**src/rtl/vls_pkg.sv**
```systemverilog
package vls_pkg;

    localparam int XLEN = 64;
    localparam int RW   = 5;

    typedef enum logic [1:0] {
        AM_ELEM  = 2'b00,
        AM_CSTR  = 2'b01,
        AM_INDEX = 2'b10
    } amode_t;

    typedef struct packed {
        amode_t            mode;
        logic [XLEN-1:0]   imm;
        logic [RW-1:0]     rs2;
        logic [1:0]        esz_lg;
    } xcfg_t;

    function automatic amode_t mode_of(input logic [11:0] hi);
        if (hi[11])      return AM_INDEX;
        else if (hi[10]) return AM_CSTR;
        else             return AM_ELEM;
    endfunction

    function automatic logic [XLEN-1:0] imm_of(input logic [11:0] hi);
        case (mode_of(hi))
            AM_ELEM: return {{(XLEN-10){hi[9]}}, hi[9:0]};
            AM_CSTR: return {{(XLEN-4){hi[3]}}, hi[3:0]};
            default: return {{(XLEN-5){hi[10]}}, hi[10], hi[3:0]};
        endcase
    endfunction

endpackage

```
**src/rtl/vls_decode.sv**
```systemverilog
module vls_decode
    import vls_pkg::*;
(
    input  logic [11:0] insn_hi,
    input  logic [2:0]  width,
    output xcfg_t       cfg
);
    always_comb begin
        cfg.mode   = mode_of(insn_hi);
        cfg.imm    = imm_of(insn_hi);
        cfg.rs2    = insn_hi[9:5];
        cfg.esz_lg = width[1:0];
    end
endmodule

```
**src/rtl/vls_addr_gen.sv**
```systemverilog
module vls_addr_gen
    import vls_pkg::*;
#(
    parameter int VW = 5
) (
    input  xcfg_t            cfg,
    input  logic [RW-1:0]    rs1,
    input  logic             rs1_vec,
    input  logic             rs2_vec,
    input  logic [VW-1:0]    idx,
    output logic [RW-1:0]    base_raddr,
    output logic [RW-1:0]    ofs_raddr,
    input  logic [XLEN-1:0]  base_rdata,
    input  logic [XLEN-1:0]  ofs_rdata,
    output logic [XLEN-1:0]  addr
);
    logic [XLEN-1:0] idx_x;
    logic [XLEN-1:0] offset;

    assign idx_x      = XLEN'(idx);
    assign base_raddr = rs1_vec ? RW'(rs1 + RW'(idx)) : rs1;
    assign ofs_raddr  = rs2_vec ? RW'(cfg.rs2 + RW'(idx)) : cfg.rs2;

    always_comb begin
        case (cfg.mode)
            AM_ELEM: offset = idx_x << cfg.esz_lg;
            AM_CSTR: offset = (ofs_rdata * idx_x) << cfg.esz_lg;
            default: offset = ofs_rdata;
        endcase
        addr = base_rdata + offset + cfg.imm;
    end
endmodule

```
**src/rtl/vls_ctrl.sv**
```systemverilog
module vls_ctrl #(
    parameter int MAXVL = 16,
    parameter int VW    = $clog2(MAXVL + 1),
    parameter int IW    = $clog2(MAXVL)
) (
    input  logic             clk,
    input  logic             rst,
    input  logic             start,
    input  logic [VW-1:0]    vl,
    input  logic [MAXVL-1:0] pred,
    input  logic             pred_zero,
    input  logic             rd_vec,
    input  logic             req_ready,
    output logic             load,
    output logic [VW-1:0]    idx,
    output logic             busy,
    output logic             done,
    output logic             req_valid,
    output logic             exc
);
    typedef enum logic {ST_IDLE, ST_RUN} state_t;

    state_t           st;
    logic [VW-1:0]    vl_q;
    logic [MAXVL-1:0] pred_q;
    logic             zero_q;
    logic             vd_q;
    logic [VW-1:0]    vl_eff;
    logic             run, active, trap, step, last, finish;

    assign vl_eff    = (vl > VW'(MAXVL)) ? VW'(MAXVL) : vl;
    assign run       = (st == ST_RUN);
    assign busy      = run;
    assign load      = start && !run;
    assign active    = pred_q[idx[IW-1:0]];
    assign trap      = active && !vd_q && zero_q;
    assign req_valid = run && active && !trap;
    assign exc       = run && trap;
    assign step      = run && (!active || trap || req_ready);
    assign last      = (idx == VW'(vl_q - 1'b1));
    assign finish    = step && (last || (active && !vd_q));

    always_ff @(posedge clk) begin
        if (rst) begin
            st     <= ST_IDLE;
            idx    <= '0;
            vl_q   <= '0;
            pred_q <= '0;
            zero_q <= 1'b0;
            vd_q   <= 1'b1;
            done   <= 1'b0;
        end else begin
            done <= 1'b0;
            if (load) begin
                idx    <= '0;
                vl_q   <= vl_eff;
                pred_q <= pred;
                zero_q <= pred_zero;
                vd_q   <= rd_vec;
                if (vl_eff == '0) done <= 1'b1;
                else              st   <= ST_RUN;
            end else if (step) begin
                if (finish) begin
                    st   <= ST_IDLE;
                    done <= 1'b1;
                end else begin
                    idx <= idx + 1'b1;
                end
            end
        end
    end
endmodule

```
**src/rtl/vls_seq.sv**
```systemverilog
module vls_seq
    import vls_pkg::*;
#(
    parameter int MAXVL = 16,
    parameter int VW    = $clog2(MAXVL + 1)
) (
    input  logic             clk,
    input  logic             rst,
    input  logic             start,
    input  logic [11:0]      insn_hi,
    input  logic [2:0]       width,
    input  logic [4:0]       rs1,
    input  logic             rs1_vec,
    input  logic             rs2_vec,
    input  logic             rd_vec,
    input  logic [VW-1:0]    vl,
    input  logic [MAXVL-1:0] pred,
    input  logic             pred_zero,
    output logic [4:0]       base_raddr,
    input  logic [63:0]      base_rdata,
    output logic [4:0]       ofs_raddr,
    input  logic [63:0]      ofs_rdata,
    output logic             req_valid,
    input  logic             req_ready,
    output logic [63:0]      req_addr,
    output logic [VW-1:0]    req_idx,
    output logic             busy,
    output logic             done,
    output logic             exc
);
    xcfg_t         cfg_d, cfg_q;
    logic [RW-1:0] rs1_q;
    logic          rs1v_q, rs2v_q;
    logic          load;

    vls_decode u_dec (
        .insn_hi (insn_hi),
        .width   (width),
        .cfg     (cfg_d)
    );

    always_ff @(posedge clk) begin
        if (rst) begin
            cfg_q  <= '0;
            rs1_q  <= '0;
            rs1v_q <= 1'b0;
            rs2v_q <= 1'b0;
        end else if (load) begin
            cfg_q  <= cfg_d;
            rs1_q  <= rs1;
            rs1v_q <= rs1_vec;
            rs2v_q <= rs2_vec;
        end
    end

    vls_ctrl #(.MAXVL(MAXVL), .VW(VW)) u_ctrl (
        .clk       (clk),
        .rst       (rst),
        .start     (start),
        .vl        (vl),
        .pred      (pred),
        .pred_zero (pred_zero),
        .rd_vec    (rd_vec),
        .req_ready (req_ready),
        .load      (load),
        .idx       (req_idx),
        .busy      (busy),
        .done      (done),
        .req_valid (req_valid),
        .exc       (exc)
    );

    vls_addr_gen #(.VW(VW)) u_agen (
        .cfg        (cfg_q),
        .rs1        (rs1_q),
        .rs1_vec    (rs1v_q),
        .rs2_vec    (rs2v_q),
        .idx        (req_idx),
        .base_raddr (base_raddr),
        .ofs_raddr  (ofs_raddr),
        .base_rdata (base_rdata),
        .ofs_rdata  (ofs_rdata),
        .addr       (req_addr)
    );
endmodule

```
**config.mk**
```make
export PLATFORM = sky130hd
export DESIGN_NAME = vls_seq
export DESIGN_NICKNAME = d
export VERILOG_FILES = /design/src/rtl/vls_pkg.sv /design/src/rtl/vls_decode.sv /design/src/rtl/vls_addr_gen.sv /design/src/rtl/vls_ctrl.sv /design/src/rtl/vls_seq.sv
export SDC_FILE = /design/constraint.sdc
export NUM_CORES = 1
export LEC_CHECK = 0
export ABC_AREA = 0
export BUFFER_PORTS_ARGS = -buffer_cell sky130_fd_sc_hd__buf_2
export CAP_MARGIN = 20
export CORE_UTILIZATION = 44
export CTS_CLUSTER_SIZE = 20
export DETAILED_ROUTE_END_ITERATION = 8
export GPL_ROUTABILITY_DRIVEN = 1
export MAX_ROUTING_LAYER = met4
export PLACE_DENSITY = 0.73
export SYNTH_ARGS = -nofsm -noshare
export SYNTH_HDL_FRONTEND = slang
export SYNTH_SLANG_ARGS = --single-unit
```
**constraint.sdc**
```tcl
create_clock -name clk -period 8.4 [get_ports clk]
set_clock_uncertainty 0.05 [all_clocks]
set_input_delay 0.42 -clock clk [delete_from_list [all_inputs] [get_ports clk]]
set_output_delay 0.42 -clock clk [all_outputs]
set_load 0.01 [all_outputs]
```
# After elaboration in Yosys (flattened, before gate mapping)
# Index checks and enable logic that the tools add are counted.
# op_classes
mux	17
addsub	6
reduce_logical	23
order_cmp	2
multipliers	1
n_eq_ne	4
n_bitwise	1
shifts	2
# op_table
op	count
$pmux 64 s2	2
$add 64x64->64	2
$mul 64x5->64	1
$shl 5x2->64	1
$shl 64x2->64	1
$mux 5	3
$add 5x5->5	2
$mux 1	10
$logic_and 1x1->1	8
$add 5x1->5 const B	1
$eq 5x5->1	1
$gt 5x5->1 const B	1
$logic_not 5->1	1
$lt 4x5->1 const B	1
$sub 5x1->5 const B	1
$bmux 1 s4	1
$eq 2x1->1 const B	2
$logic_not 1->1	4
$logic_not 2->1	2
$reduce_bool 2->1	2
$logic_or 1x1->1	3
$reduce_and 3->1	1
$mux 2	1
$ne 2x2->1 const B	1
3 further kinds	3
# totals
elab_cells	70
regBits	110
output_inout_bits	83

# Depth between registers and ports, before layout
# Gate-level depths: netlist of run 1.
# depth
depth_word	11
mapped_depth	36

# Hierarchy
# Synthesis of run 1 repeated with hierarchy kept, for this count alone.
# unflattened
cells_unflattened	3030
area_unflattened_um2	23336.1
# by_module_without_submodules
module	cells_per_inst	n_inst	area_per_inst_um2	seq_area_each_um2
vls_addr_gen	2505	1	18355.1	0.0
vls_seq	258	1	2869.0	1601.5
vls_ctrl	192	1	1541.5	600.6
vls_decode	75	1	570.5	0.0

# Worst setup path before layout of run 1
# Ideal clock, no wire load.
# synth_path
path_kind	reg-to-output
startpoint	register u_ctrl.idx[2]
endpoint	output port req_addr[63]
setup_slack_ps	105
t_arrival_ps	7825
required_ps	7930
stages_incl_launch_ff	34
cell_sequence	dfxtp_1 > clkbuf_1 > clkbuf_1 > clkbuf_1 > nand2_1 > fa_1 > fa_1 > fa_1 > inv_1 > ha_1 > nor2b_1 > o31a_1 > o31ai_4 > o21ai_1 > nand2b_1 > a21bo_2 > a21oi_1 > xor2_1 > o31ai_1 > o22ai_1 > a21oi_1 > fa_1 > ha_1 > a21oi_1 > o21bai_1 > a21o_1 > a311o_1 > a21oi_1 > o21ai_4 > a31oi_4 > a21oi_1 > a221oi_1 > o21ai_0 > xnor2_1
# synth_via
elab_chain_cells	5
word_cells_on_any_way	6
classes_between	2 x add/sub; 1 x mul; 2 x shift; 1 x mux
# synth_lines
item	line_no	source
from (decl)	vls_ctrl.sv:15	output logic [VW-1:0] idx,
from (signal assigned)	vls_ctrl.sv:67	idx <= idx + 1'b1;
$mul 64x5->64	vls_addr_gen.sv:27	AM_CSTR: offset = (ofs_rdata * idx_x) << cfg.esz_lg;
$shl 64x2->64	vls_addr_gen.sv:27	
$pmux 64 s2 (*)	vls_addr_gen.sv:25	case (cfg.mode)
$add 64x64->64 (*) (2 in series)	vls_addr_gen.sv:30	addr = base_rdata + offset + cfg.imm;
to (decl)	vls_seq.sv:25	output logic [63:0] req_addr,
# Mark *: on every way between the ends. The rest lies on a longest branch, timed or not.

# Worst setup path after layout of run 1
# layout_path
startpoint	register u_ctrl.idx[3]
endpoint	output port req_addr[60]
# The elaborated chain is that of the path after synthesis.

==> impl_summary.log, run 1 <==
INFO  metric path_max_fanout = 8
INFO  metric max-slew-margin-rel = 0.278
INFO  metric via_count = 20,400
INFO  metric final_worst_path_period_share = 1.01
INFO  metric min_path_type = in2reg
INFO  metric drt_total_wl = 66,500 um
INFO  metric detailedRoute.firstIterationViolations = 1,438
INFO  metric syn_nets = 3,102
INFO  metric total_leakage_power = 12.5 nW
INFO  metric die_span_in_x = 214 um
INFO  metric setup_viol = 7
INFO  metric timing.critical_path.required = 7.93 ns
INFO  metric p_per_area = 72.3 mW/mm2
INFO  metric place.detailed.instances = 3,590
INFO  metric fmaxAchievable = 0.118 GHz
INFO  metric max-cap-violations = 0
INFO  metric grt_pass1_wl = 103,000 um
INFO  metric route.detailed.drc = 0
INFO  metric gpl.final_weighted_congestion = 0.936
INFO  metric pins_over_slew_limit = 0
INFO  metric crit_buf_inv = 10
INFO  metric timing_worst_setup_path_type = reg2out
INFO  metric cts.hold.buffers_added = 0
INFO  metric final_layout_size_suffix_gt1_frac = 0.314
INFO  metric ioPinCount = 260
INFO  metric power.total = 0.00188 W
INFO  metric cts-root-to-sink-buffers = 2
INFO  metric post_drt_via_cell_ratio = 5.59
INFO  metric initial_antenna_violation_count = 2
INFO  metric critPathMaxStageDelay = 0.54 ns
INFO  metric detail_route.wl_per_cell = 18.2 um
INFO  metric path_common_cell = sky130_fd_sc_hd__buf_4
INFO  metric synth-async-reset-ratio = 0
INFO  metric cts_root_buf = sky130_fd_sc_hd__clkbuf_16
INFO  metric synth_cell_type_count = 103
INFO  metric chip_height = 214 um
INFO  metric hpwlAfterDp = 52,300 um
INFO  metric clock-sinks = 56
INFO  metric fin_ws = -0.0781 ns
INFO  metric place_worst_setup_slack = -0.237 ns
INFO  metric instances_no_fill = 3,653
INFO  metric die-area = 0.0456 mm2
INFO  metric synthesis.area = 0.0197 mm2
INFO  metric setup-tns-final = -0.363 ns
INFO  metric critPathCaptureType = primary output
INFO  metric seq_area_frac_synth = 0.0569
INFO  metric final_report_hold_violation_count = 0
INFO  metric area_growth_syn_to_layout = 31.9%
INFO  metric fin_nets = 3,618
INFO  metric vdd_ir_drop_max = 0.000104 V
INFO  metric syn_inst = 2,542
INFO  metric core-area = 0.0442 mm2
INFO  metric grt_pass1_vias = 20,600
INFO  metric tritoncts = built
INFO  metric most_used_flip_flop_cell_after_synthesis = sky130_fd_sc_hd__dfxtp_1
INFO  metric cts_made_buffers = 5
INFO  metric worstPathArrival = 8.01 ns
INFO  metric synth_edf_count = 0
INFO  metric grt_max_degree = 72
INFO  metric yosysWarnings = 0
INFO  metric first_pass_iters = 5
INFO  metric postSynthAreaPerCell = 7.75 um2
INFO  metric grt_setup_unrepaired = yes
INFO  metric grt_remaining_overflow = 0
INFO  metric count_of_h_tree_levels_built_during_cts = 2
INFO  metric num_rows = 77
INFO  metric synth-seq-cells = 56
INFO  metric crit_path_top_delay_cell = sky130_fd_sc_hd__fa_1
INFO  metric clk_pin_slew_worst_paths = 0.07 ns
INFO  metric port_buffers = 258
INFO  metric failing_checks = negative setup slack
INFO  metric slew_of_the_pin_with_the_lowest_slew_margin = 1.08 ns
INFO  metric worst_path_dominant_cell_family = adder cells
INFO  metric ant_nets = 0
INFO  metric setup.worst_path.start_class = register
INFO  metric floorplan.initialDensity = 0.446
INFO  metric run_status = finished with violations
INFO  metric grt_usage = 0.288
INFO  metric clk-insertion-delay-late = 0.29 ns
INFO  metric final.min_clock_period = 8.48 ns
## tightest hold or removal path: cells and delay by family
family / cells / cell delay, ns
and+or+nand+nor: 2 / 0.11
buffers and inverters: 1 / 0.08
## path summary, 6_finish.rpt
path,from,endpoint,slack (ns),cells past startpoint
worst min-delay path,rd_vec,u_ctrl.vd_q,0.30,3
worst min register to register,u_ctrl.zero_q,u_ctrl.zero_q,0.40,2
worst max register to register,u_ctrl.idx[0],u_ctrl.idx[3],5.04,11
worst max-delay path,u_ctrl.idx[3],req_addr[60],-0.08,35
## cells by family after synthesis
family / after synthesis / share of synthesized area
buffers and inverters: 414 / 0.0811
muxes: 41 / 0.0248
DFF: 56 / 0.0569
adders and majority gates: 383 / 0.336
AOI/OAI and AO/OA: 652 / 0.225
xor gates and xnor gates: 134 / 0.0599
and+or+nand+nor: 862 / 0.216
## cells in the mapped netlist (6+ instances only)
cell type | number | area (um2)
sky130_fd_sc_hd__mux2_2 | 12 | 135
sky130_fd_sc_hd__nand2_1 | 349 | 1310
sky130_fd_sc_hd__a22oi_1 | 17 | 128
sky130_fd_sc_hd__dfxtp_1 | 56 | 1120
sky130_fd_sc_hd__a211oi_1 | 20 | 150
sky130_fd_sc_hd__o21a_1 | 14 | 105
sky130_fd_sc_hd__o21ai_1 | 12 | 60.1
sky130_fd_sc_hd__o221ai_1 | 9 | 78.8
sky130_fd_sc_hd__a221o_1 | 14 | 140
sky130_fd_sc_hd__o21bai_1 | 30 | 225
sky130_fd_sc_hd__nand3b_1 | 6 | 45.0
sky130_fd_sc_hd__a31oi_1 | 21 | 131
sky130_fd_sc_hd__clkbuf_1 | 94 | 353
sky130_fd_sc_hd__inv_1 | 282 | 1060
sky130_fd_sc_hd__a21oi_1 | 212 | 1060
sky130_fd_sc_hd__and3_1 | 14 | 87.6
sky130_fd_sc_hd__nor2b_1 | 16 | 100
sky130_fd_sc_hd__xor2_1 | 46 | 403
sky130_fd_sc_hd__nor3_1 | 32 | 160
sky130_fd_sc_hd__mux2i_1 | 24 | 240
sky130_fd_sc_hd__nand2b_1 | 11 | 68.8
sky130_fd_sc_hd__o21ai_0 | 92 | 460
sky130_fd_sc_hd__o211ai_1 | 16 | 120
sky130_fd_sc_hd__and2_1 | 225 | 1410
sky130_fd_sc_hd__a211o_1 | 7 | 61.3
sky130_fd_sc_hd__xnor2_1 | 87 | 762
sky130_fd_sc_hd__a41oi_1 | 8 | 70.1
sky130_fd_sc_hd__fa_1 | 245 | 4900
sky130_fd_sc_hd__buf_1 | 10 | 37.5
sky130_fd_sc_hd__buf_2 | 19 | 95.1
sky130_fd_sc_hd__nand3_1 | 37 | 185
sky130_fd_sc_hd__nand4_1 | 27 | 169
sky130_fd_sc_hd__o31ai_1 | 10 | 75.1
sky130_fd_sc_hd__a21o_1 | 82 | 616
sky130_fd_sc_hd__nor2_1 | 110 | 413
sky130_fd_sc_hd__a22o_1 | 6 | 52.6
sky130_fd_sc_hd__nor4_1 | 6 | 37.5
sky130_fd_sc_hd__ha_1 | 138 | 1730
## cell usage in the layout, fill, tap and decap left out, types with 14 or more instances in the layout
cell and count:
sky130_fd_sc_hd__a21o_1 82, sky130_fd_sc_hd__a21oi_1 167, sky130_fd_sc_hd__a21oi_2 41, sky130_fd_sc_hd__a221o_1 14, sky130_fd_sc_hd__and2_1 212, sky130_fd_sc_hd__buf_2 258
sky130_fd_sc_hd__buf_4 357, sky130_fd_sc_hd__dfxtp_1 47, sky130_fd_sc_hd__fa_1 234, sky130_fd_sc_hd__ha_1 95, sky130_fd_sc_hd__ha_4 38, sky130_fd_sc_hd__inv_1 274
sky130_fd_sc_hd__mux2i_1 21, sky130_fd_sc_hd__nand2_1 343, sky130_fd_sc_hd__nand3_1 30, sky130_fd_sc_hd__nand4_1 27, sky130_fd_sc_hd__nor2_1 101, sky130_fd_sc_hd__nor3_1 30
sky130_fd_sc_hd__o211ai_1 16, sky130_fd_sc_hd__o21a_1 14, sky130_fd_sc_hd__o21ai_0 59, sky130_fd_sc_hd__o21ai_1 27, sky130_fd_sc_hd__o21ai_2 17, sky130_fd_sc_hd__o21bai_1 27
sky130_fd_sc_hd__xnor2_1 84, sky130_fd_sc_hd__xor2_1 43
## power breakdown
| group | switching [W] | total, W | leakage, nW | internal (W) |
|---|---|---|---|---|
| Clock | 0.0000995 | 0.000212 | 0.0680 | 0.000113 |
| Combinational | 0.000749 | 0.00137 | 12.0 | 0.000618 |
| Sequential | 0.0000220 | 0.000302 | 0.464 | 0.000280 |
| Total | 0.000870 | 0.00188 | 12.5 | 0.00101 |
## registers in the layout (all words and copies together), names as in the netlist
| register | count |
|---|---|
| u_ctrl.pred_q | 16 |
| u_ctrl.busy | 1 |
| rs1v_q | 1 |
| rs1_q | 5 |
| cfg_q | 19 |
| u_ctrl.zero_q | 1 |
| u_ctrl.idx | 5 |
| u_ctrl.vd_q | 1 |
| u_ctrl.vl_q | 5 |
| u_ctrl.done | 1 |
| rs2v_q | 1 |
## area by class of cell
type	count	area, um2
Antenna cell	2	5.00
Clock inverter	3	26.3
Tap cell	592	741
Timing Repair Buffer	638	4320
Sequential cell	56	1140
Inverter	285	1070
Clock buffer	5	125
Fill cell	3866	18200
Multi-Input combinational cell	2072	18600
## timing repair
action | CTS | global route
gates cloned | 0 | 3
setup endpoints to repair | 26 | 32
setup buffers | 23 | 29
gates resized for setup | 161 | 200
pin swaps | 66 | 104
## metal layers
metal	up-vias	GRT usage	wire, um
met4	0	0.0727	1900
met2	644	0.484	32400
met1	10100	0.376	28900
met3	119	0.0208	3320
li1	9617	-	-
met5	-	-	0
## per-stage QoR
step / util / hold WS, ns / area, um2
4_1_cts: 0.561 / 0.301 / 24800
3_5_place_dp: 0.536 / 0.397 / 23700
3_3_place_gp: 0.536 / 0.390 / 23700
5_1_grt: 0.588 / 0.314 / 26000
2_1_floorplan: - / 0.382 / 19700
6_report: 0.588 / 0.303 / 26000
(Power assumes the default switching activity.)
==> run 2: changes to the inputs <==
--- a/config.mk
+++ b/config.mk
@@ -13,7 +13,8 @@
 export DETAILED_ROUTE_END_ITERATION = 8
 export GPL_ROUTABILITY_DRIVEN = 1
 export MAX_ROUTING_LAYER = met4
-export PLACE_DENSITY = 0.73
+export PLACE_DENSITY = 0.72
 export SYNTH_ARGS = -nofsm -noshare
 export SYNTH_HDL_FRONTEND = slang
+export SYNTH_HIERARCHICAL = 1
 export SYNTH_SLANG_ARGS = --single-unit
==> impl_summary.log, run 2 <==
INFO  metric run_status = finished with violations
INFO  metric failing_checks = negative setup slack
INFO  metric min_path_type = in2reg
INFO  metric die_span_in_x = 232 um (+8.7%)
INFO  metric place.detailed.instances = 4,190 (+17%)
INFO  metric synth_largest_area_cell = sky130_fd_sc_hd__fa_1
INFO  metric crit_path_top_delay_cell = sky130_fd_sc_hd__fa_1
INFO  metric fmaxAchievable = 0.112 GHz (-4.9%)
INFO  metric final_layout_size_suffix_gt1_frac = 0.275 (-0.0399)
INFO  metric ant_nets = 0 (unchanged)
INFO  metric layout_commonest_cell = sky130_fd_sc_hd__inv_1
INFO  metric clk-insertion-delay-late = 0.39 ns (+0.10 ns)
INFO  metric num_rows = 84 (+9.1%)
INFO  metric core-area = 0.0524 mm2 (+19%)
INFO  metric syn_nets = 3,590 (+16%)
INFO  metric detail_route.wl_per_cell = 17.5 um (-3.7%)
INFO  metric synthesis.area = 0.0233 mm2 (+18%)
INFO  metric pins_over_slew_limit = 0 (unchanged)
INFO  metric initial_antenna_violation_count = 8 (+6)
INFO  metric drt_total_wl = 74,300 um (+12%)
INFO  metric timing_worst_setup_path_type = reg2out
INFO  metric reg.largest.list = cfg_q: 73 flops, u_ctrl/pred_q: 16 flops
INFO  metric via_count = 22,700 (+11%)
INFO  metric tritoncts = built
INFO  metric cts_root_buf = sky130_fd_sc_hd__clkbuf_16
INFO  metric final_report_hold_violation_count = 0 (unchanged)
INFO  metric path_common_cell = sky130_fd_sc_hd__fa_1
INFO  metric largest-register = cfg_q
INFO  metric multi_input_comb_area = 0.0192 mm2 (+3.1%)
INFO  metric yosysWarnings = 6 (+6)
INFO  metric ff_latch_area = 0.00222 mm2 (+94%)
INFO  metric floorplan.initialDensity = 0.445 (-0.000700)
INFO  metric fin_nets = 4,098 (+13%)
INFO  metric grt_setup_unrepaired = yes
INFO  metric cts-root-to-sink-buffers = 2 (unchanged)
INFO  metric final.fill_count = 4,837 (+25%)
INFO  metric worst_setup_path_startpoint = u_ctrl/idx[2]
INFO  metric cts_made_buffers = 9 (+4)
INFO  metric timing.critical_path.required = 7.93 ns (about the same)
INFO  metric area_growth_syn_to_layout = 25.4%
INFO  metric port_buffers = 258 (unchanged)
INFO  metric synth_edf_count = 0 (unchanged)
INFO  metric detailedRoute.firstIterationViolations = 1,432 (-0.42%)
INFO  metric path_max_fanout = 36 (+28)
INFO  metric fin_ws = -0.516 ns (-0.438 ns)
INFO  metric place_worst_setup_slack = -0.460 ns (-0.223 ns)
INFO  metric count_of_h_tree_levels_built_during_cts = 3 (+1)
INFO  metric post_drt_via_cell_ratio = 5.37 (-4.1%)
INFO  metric max-cap-violations = 0 (unchanged)
INFO  metric worstPathArrival = 8.45 ns (+0.44 ns)
INFO  metric gpl.final_weighted_congestion = 0.974 (+4.0%)
INFO  metric setup.worst_path.start_class = register
INFO  metric power.total = 0.00297 W (+58%)
INFO  metric route.detailed.drc = 0 (unchanged)
INFO  metric clk_pin_slew_worst_paths = 0.09 ns (+0.02 ns)
INFO  metric synth-seq-cells = 110 (+96%)
INFO  metric max-slew-margin-rel = 0.362 (+0.0836)
INFO  metric grt_pass1_vias = 22,700 (+10%)
INFO  metric seq_area_frac_synth = 0.0944 (+0.0375)
INFO  metric post_synth_most_frequent_cells = 501 x sky130_fd_sc_hd__inv_1, 288 x sky130_fd_sc_hd__nand2_1, 245 x sky130_fd_sc_hd__fa_1, 217 x sky130_fd_sc_hd__and2_1, 211 x sky130_fd_sc_hd__a21oi_1
INFO  metric slew_of_the_pin_with_the_lowest_slew_margin = 0.954 ns (-0.127 ns)
INFO  metric hold_path_origin = pred[7]
INFO  metric ioPinCount = 260 (unchanged)
INFO  metric grt_pass1_wl = 117,000 um (+14%)
INFO  metric first_pass_iters = 5 (unchanged)
INFO  metric setup_viol = 27 (+20)
INFO  metric largest_cells_by_area_after_synthesis = sky130_fd_sc_hd__fa_1 21%, sky130_fd_sc_hd__dfxtp_1 9.4%, sky130_fd_sc_hd__inv_1 8.1%, sky130_fd_sc_hd__ha_1 7.4%, sky130_fd_sc_hd__and2_1 5.8%
INFO  metric core_occupancy_in_the_finished_layout = 0.558 (-0.0300)
INFO  metric synth.most_common_cell = sky130_fd_sc_hd__inv_1
INFO  metric vdd_ir_drop_max = 0.000109 V (+4.9%)
INFO  metric final_worst_path_period_share = 1.06 (+0.0522)
INFO  metric chip_height = 232 um (+8.7%)
INFO  metric critPathCaptureType = primary output
INFO  metric synth_cell_type_count = 101 (-1.9%)
INFO  metric clock-sinks = 110 (+96%)
INFO  metric postSynthAreaPerCell = 7.70 um2 (-0.66%)
INFO  metric p_per_area = 102 mW/mm2 (+40%)
INFO  metric layout_common_cells = 495 x sky130_fd_sc_hd__inv_1, 430 x sky130_fd_sc_hd__buf_4, 282 x sky130_fd_sc_hd__nand2_1
INFO  metric grt_max_degree = 75 (+4.2%)
INFO  metric critPathMaxStageDelay = 0.52 ns (-0.02 ns)
INFO  metric total_leakage_power = 14.8 nW (+18%)
INFO  metric most_used_flip_flop_cell_after_synthesis = sky130_fd_sc_hd__dfxtp_1
INFO  metric grt_remaining_overflow = 0 (unchanged)
INFO  metric regToRegStartpoint = u_ctrl/busy
INFO  metric grt_usage = 0.281 (-0.00747)
INFO  metric final.min_clock_period = 8.92 ns (+0.438 ns)
INFO  metric yosys.area.top_type_share = 0.210 (-0.0387)
INFO  metric hpwlAfterDp = 60,600 um (+16%)
INFO  metric instances_no_fill = 4,239 (+16%)
INFO  metric syn_inst = 3,030 (+19%)
INFO  metric die-area = 0.0540 mm2 (+18%)
INFO  metric synth-async-reset-ratio = 0 (unchanged)
INFO  metric largest_register_ff_count = 73 (+54)
## run 2: cell types whose count changed after synthesis, sizes merged, moves of 21 or more
cell    before  now
inv        284  502
nor2       112  207
mux2i       24  107
nand2      350  289
buf         31   87
dfxtp       56  110
clkbuf      98  119
## run 2: stage by stage
stage	instance area [um2]	hold WS (ns)	setup TNS, ns
floorplan	23400	0.383	0
global placement	27400	0.390	-2.74
detailed placement	27400	0.397	-3.11
CTS	28600	0.190	-4.74
global route	29300	0.195	-15.10
finish	29300	0.205	-7.20
## run 2: final timing paths
path,end,slack (ns),depth (start not counted)
worst min-delay path,u_ctrl/pred_q[7],0.20,3
worst max-delay path,req_addr[63],-0.52,34
worst max register to register,cfg_q[46],5.44,6
worst min register to register,u_ctrl/pred_q[1],0.41,2
## run 2: cells by family after synthesis
| group | Yosys count | synth area share |
|---|---|---|
| buf+inv | 709 | 0.137 |
| compound gates | 646 | 0.184 |
| xor+xnor | 138 | 0.0518 |
| fa+ha+maj | 383 | 0.284 |
| mux | 128 | 0.0570 |
| simple gates | 916 | 0.192 |
| flops | 110 | 0.0944 |
## run 2: layout make-up
cell class,count,share of cell area
multi-input combinational,2211,0.654
clock inverter,7,0.00304
inverter,503,0.0646
antenna,8,0.000684
clock buffer,9,0.00770
sequential,110,0.0758
tap,688,0.0294
timing repair buffer,703,0.164
## run 2: report_power, final
| group | leakage, nW | switching [W] | internal (W) | total [W] |
|---|---|---|---|---|
| Clock | 0.153 | 0.000246 | 0.000217 | 0.000463 |
| Sequential | 0.907 | 0.0000320 | 0.000558 | 0.000590 |
| Combinational | 13.8 | 0.00107 | 0.000852 | 0.00192 |
## run 2: per-layer routing
layer / routed length, um / part of all wire / track usage
met4: 2940 / 0.040 / 0.106
met5: 0 / 0 / -
met1: 31900 / 0.43 / 0.356
met2: 34900 / 0.47 / 0.452
met3: 4510 / 0.061 / 0.0386
## run 2: worst max-delay path: cells and delay by family (launching register included)
family | cells | cell delay [ns]
mux | 1 | 0.15
simple gates | 8 | 1.72
fa+ha+maj | 6 | 2.49
compound gates | 9 | 1.83
xor+xnor | 2 | 0.47
buf+inv | 8 | 1.00
flops | 1 | 0.37
## run 2: repair_timing
item,in CTS,in global routing
hold endpoints to repair,0,0
setup endpoints to repair,28,38
buffers inserted,13,12
resized for setup,153,101
pin swaps,71,28
hold buffers,0,0
==> run 3: changes to the inputs <==
--- a/config.mk
+++ b/config.mk
@@ -8,12 +8,13 @@
 export ABC_AREA = 0
 export BUFFER_PORTS_ARGS = -buffer_cell sky130_fd_sc_hd__buf_2
 export CAP_MARGIN = 20
-export CORE_UTILIZATION = 44
+export CORE_UTILIZATION = 47
 export CTS_CLUSTER_SIZE = 20
 export DETAILED_ROUTE_END_ITERATION = 8
 export GPL_ROUTABILITY_DRIVEN = 1
 export MAX_ROUTING_LAYER = met4
-export PLACE_DENSITY = 0.72
+export PLACE_DENSITY = 0.73
+export SLEW_MARGIN = 0
 export SYNTH_ARGS = -nofsm -noshare
 export SYNTH_HDL_FRONTEND = slang
 export SYNTH_HIERARCHICAL = 1
==> constraint.sdc (replaced) <==
create_clock -name clk -period 9.7 [get_ports clk]
set_clock_uncertainty 0.05 [all_clocks]
set_input_delay 0.485 -clock clk [delete_from_list [all_inputs] [get_ports clk]]
set_output_delay 0.485 -clock clk [all_outputs]
set_load 0.01 [all_outputs]
==> impl_summary.log, run 3 (synthesis results as in run 2) <==
INFO  metric run_status = completed
INFO  metric critPathCaptureType = primary output
INFO  metric detailedRoute.firstIterationViolations = 1,402 (-2.1%)
INFO  metric final.fill_count = 4,845 (+0.17%)
INFO  metric gpl.final_weighted_congestion = 0.969 (-0.49%)
INFO  metric cts_root_buf = sky130_fd_sc_hd__clkbuf_16
INFO  metric place.detailed.instances = 3,801 (-9.3%)
INFO  metric crit_path_top_delay_cell = sky130_fd_sc_hd__fa_1
INFO  metric ioPinCount = 260 (unchanged)
INFO  metric cts-root-to-sink-buffers = 2 (unchanged)
INFO  metric drt_total_wl = 68,700 um (-7.5%)
INFO  metric slew_of_the_pin_with_the_lowest_slew_margin = 1.05 ns (+0.0941 ns)
INFO  metric grt_remaining_overflow = 0 (unchanged)
INFO  metric largest_register_ff_count = 73 (unchanged)
INFO  metric final_worst_path_period_share = 0.962
INFO  metric path_common_cell = sky130_fd_sc_hd__fa_1
INFO  metric grt_max_degree = 76 (+1.3%)
INFO  metric grt_pass1_vias = 20,800 (-8.5%)
INFO  metric pins_over_slew_limit = 0 (unchanged)
INFO  metric timing_worst_setup_path_type = reg2out
INFO  metric die-area = 0.0505 mm2 (-6.3%)
INFO  metric clk_pin_slew_worst_paths = 0.09 ns (about the same)
INFO  metric num_rows = 81 (-3.6%)
INFO  metric core-area = 0.0490 mm2 (-6.7%)
INFO  metric timing.critical_path.required = 9.17 ns (+1.24 ns)
INFO  metric grt_usage = 0.280 (about the same)
INFO  metric worstRegToRegCells = 5 (-1)
INFO  metric tritoncts = built
INFO  metric setup_viol = 0 (-100%)
INFO  metric reg.largest.list = cfg_q: 73 flops, u_ctrl/pred_q: 16 flops
INFO  metric critPathMaxStageDelay = 0.52 ns (about the same)
INFO  metric worstPathArrival = 8.80 ns (+0.35 ns)
INFO  metric fmaxAchievable = 0.107 GHz
INFO  metric timing.reg2reg.setup_slack = 6.28 ns (+0.84 ns)
INFO  metric whs_endpoint = u_ctrl/pred_q[15]
INFO  metric regToRegStartpoint = u_ctrl/busy
INFO  metric min_path_type = in2reg
INFO  metric ant_nets = 0 (unchanged)
INFO  metric clk-insertion-delay-late = 0.38 ns (about the same)
INFO  metric vdd_ir_drop_max = 0.0000824 V (-24%)
INFO  metric initial_antenna_violation_count = 3 (-5)
INFO  metric setup.worst_path.start_class = register
INFO  metric setup-tns-final = 0 ns (+7.20 ns)
INFO  metric route.detailed.drc = 0 (unchanged)
INFO  metric floorplan.initialDensity = 0.477 (+0.0318)
INFO  metric grt_pass1_wl = 110,000 um (-6.0%)
INFO  metric cts.hold.buffers_added = 0 (unchanged)
INFO  metric max-cap-violations = 0 (unchanged)
INFO  metric dpl_cell_area = 0.0246 mm2 (-10%)
INFO  metric fin_ws = 0.367 ns (+0.883 ns)
INFO  metric cts_made_buffers = 9 (unchanged)
INFO  metric first_pass_iters = 5 (unchanged)
INFO  metric chip_height = 225 um (-3.2%)
INFO  metric layout_commonest_cell = sky130_fd_sc_hd__inv_1
INFO  metric instances_no_fill = 3,825 (-9.8%)
INFO  metric fin_nets = 3,715 (-9.3%)
INFO  metric detail_route.wl_per_cell = 18.0 um (+2.5%)
INFO  metric post_drt_via_cell_ratio = 5.54 (+3.2%)
INFO  metric clock-sinks = 110 (unchanged)
INFO  metric reg2reg_to = cfg_q[42]
INFO  metric p_per_area = 88.3 mW/mm2 (-13%)
INFO  metric via_count = 21,200 (-6.9%)
INFO  metric hold_path_origin = pred[15]
INFO  metric final_cell_area = 0.0252 mm2 (-14%)
INFO  metric count_of_h_tree_levels_built_during_cts = 3 (unchanged)
INFO  metric layout_common_cells = 501 x sky130_fd_sc_hd__inv_1, 287 x sky130_fd_sc_hd__nand2_1, 257 x sky130_fd_sc_hd__buf_2
INFO  metric port_buffers = 258 (unchanged)
INFO  metric path_max_fanout = 8 (-78%)
INFO  metric die_span_in_x = 225 um (-3.2%)
INFO  metric max-slew-margin-rel = 0.301 (-0.0604)
INFO  metric final.min_clock_period = 9.33 ns
INFO  metric hpwlAfterDp = 55,900 um (-7.7%)
INFO  metric final_report_hold_violation_count = 0 (unchanged)
INFO  metric whs_path_depth = 3 (unchanged)
INFO  metric final_layout_size_suffix_gt1_frac = 0.139 (-0.136)
INFO  metric grt_setup_unrepaired = yes
INFO  metric largest-register = cfg_q
INFO  metric total_leakage_power = 12.7 nW (-14%)
INFO  metric place_worst_setup_slack = 0.319 ns (+0.779 ns)
INFO  metric area_growth_syn_to_layout = 7.92%
run 3: changes by cell type in the layout (fill, tap and decap cells not counted), sizes merged:
cell,change
inv,-3
diode,-7
clkinv,+3
buf,-384
clkbuf,+1
run 3: worst max path at each step:
stage / end / start
2_1_floorplan: req_addr[56] / u_ctrl/idx[2]
3_3_place_gp: req_addr[56] / ofs_rdata[3]
3_5_place_dp: req_addr[56] / ofs_rdata[4]
4_1_cts: req_addr[56] / u_ctrl/idx[3]
5_1_grt: req_addr[56] / u_ctrl/idx[3]
6_report: req_addr[56] / u_ctrl/idx[3]
run 3: critical path, delay by kind of cell (launching register included):
kind                     cells  cell delay, ns
buffers and inverters        7            0.85
AO/OA/AOI/OAI               17            3.18
adder cells (fa/ha/maj)      6            2.60
XOR/XNOR                     2            0.42
flip-flops                   1            0.47
AND/OR/NAND/NOR              4            0.87
run 3: metal layers:
metal  global-route usage  up-vias  routed length [um]
met4               0.0856        0                2020
met3               0.0346      104                4470
met2                0.438      718               31100
li1                     -    10100                   -
met5                    -        -                   0
met1                0.378    10200               31200
run 3: power breakdown:
part           internal, W  leakage [nW]  switching [W]
Sequential        0.000483         0.907      0.0000263
Combinational     0.000507          11.7       0.000808
Clock             0.000187         0.153       0.000211
run 3: metrics by stage:
stage	utilization	hold WS [ns]	power, W
floorplan	-	0.383	0.00141
global placement	0.503	0.389	0.00180
detailed placement	0.503	0.397	0.00181
CTS	0.509	0.264	0.00221
global route	0.515	0.281	0.00239
finish	0.515	0.277	0.00222
run 3: layout make-up:
type                       instances  area [um2]  share of cell area
antenna                            1        2.50           0.0000994
sequential                       110        2220              0.0881
inverter                         503        1890              0.0751
clock inverter                     7        93.8             0.00373
timing repair buffer             320        1820              0.0724
multi-input combinational       2211       18100               0.719
clock buffer                       9         225             0.00894
tap                              664         831              0.0330
run 3: repair_timing:
action / CTS / global route
buffers inserted: 0 / 7
gates cloned: 0 / 0
resized for setup: 3 / 38
pin swaps: 0 / 5
setup endpoints to repair: 2 / 16
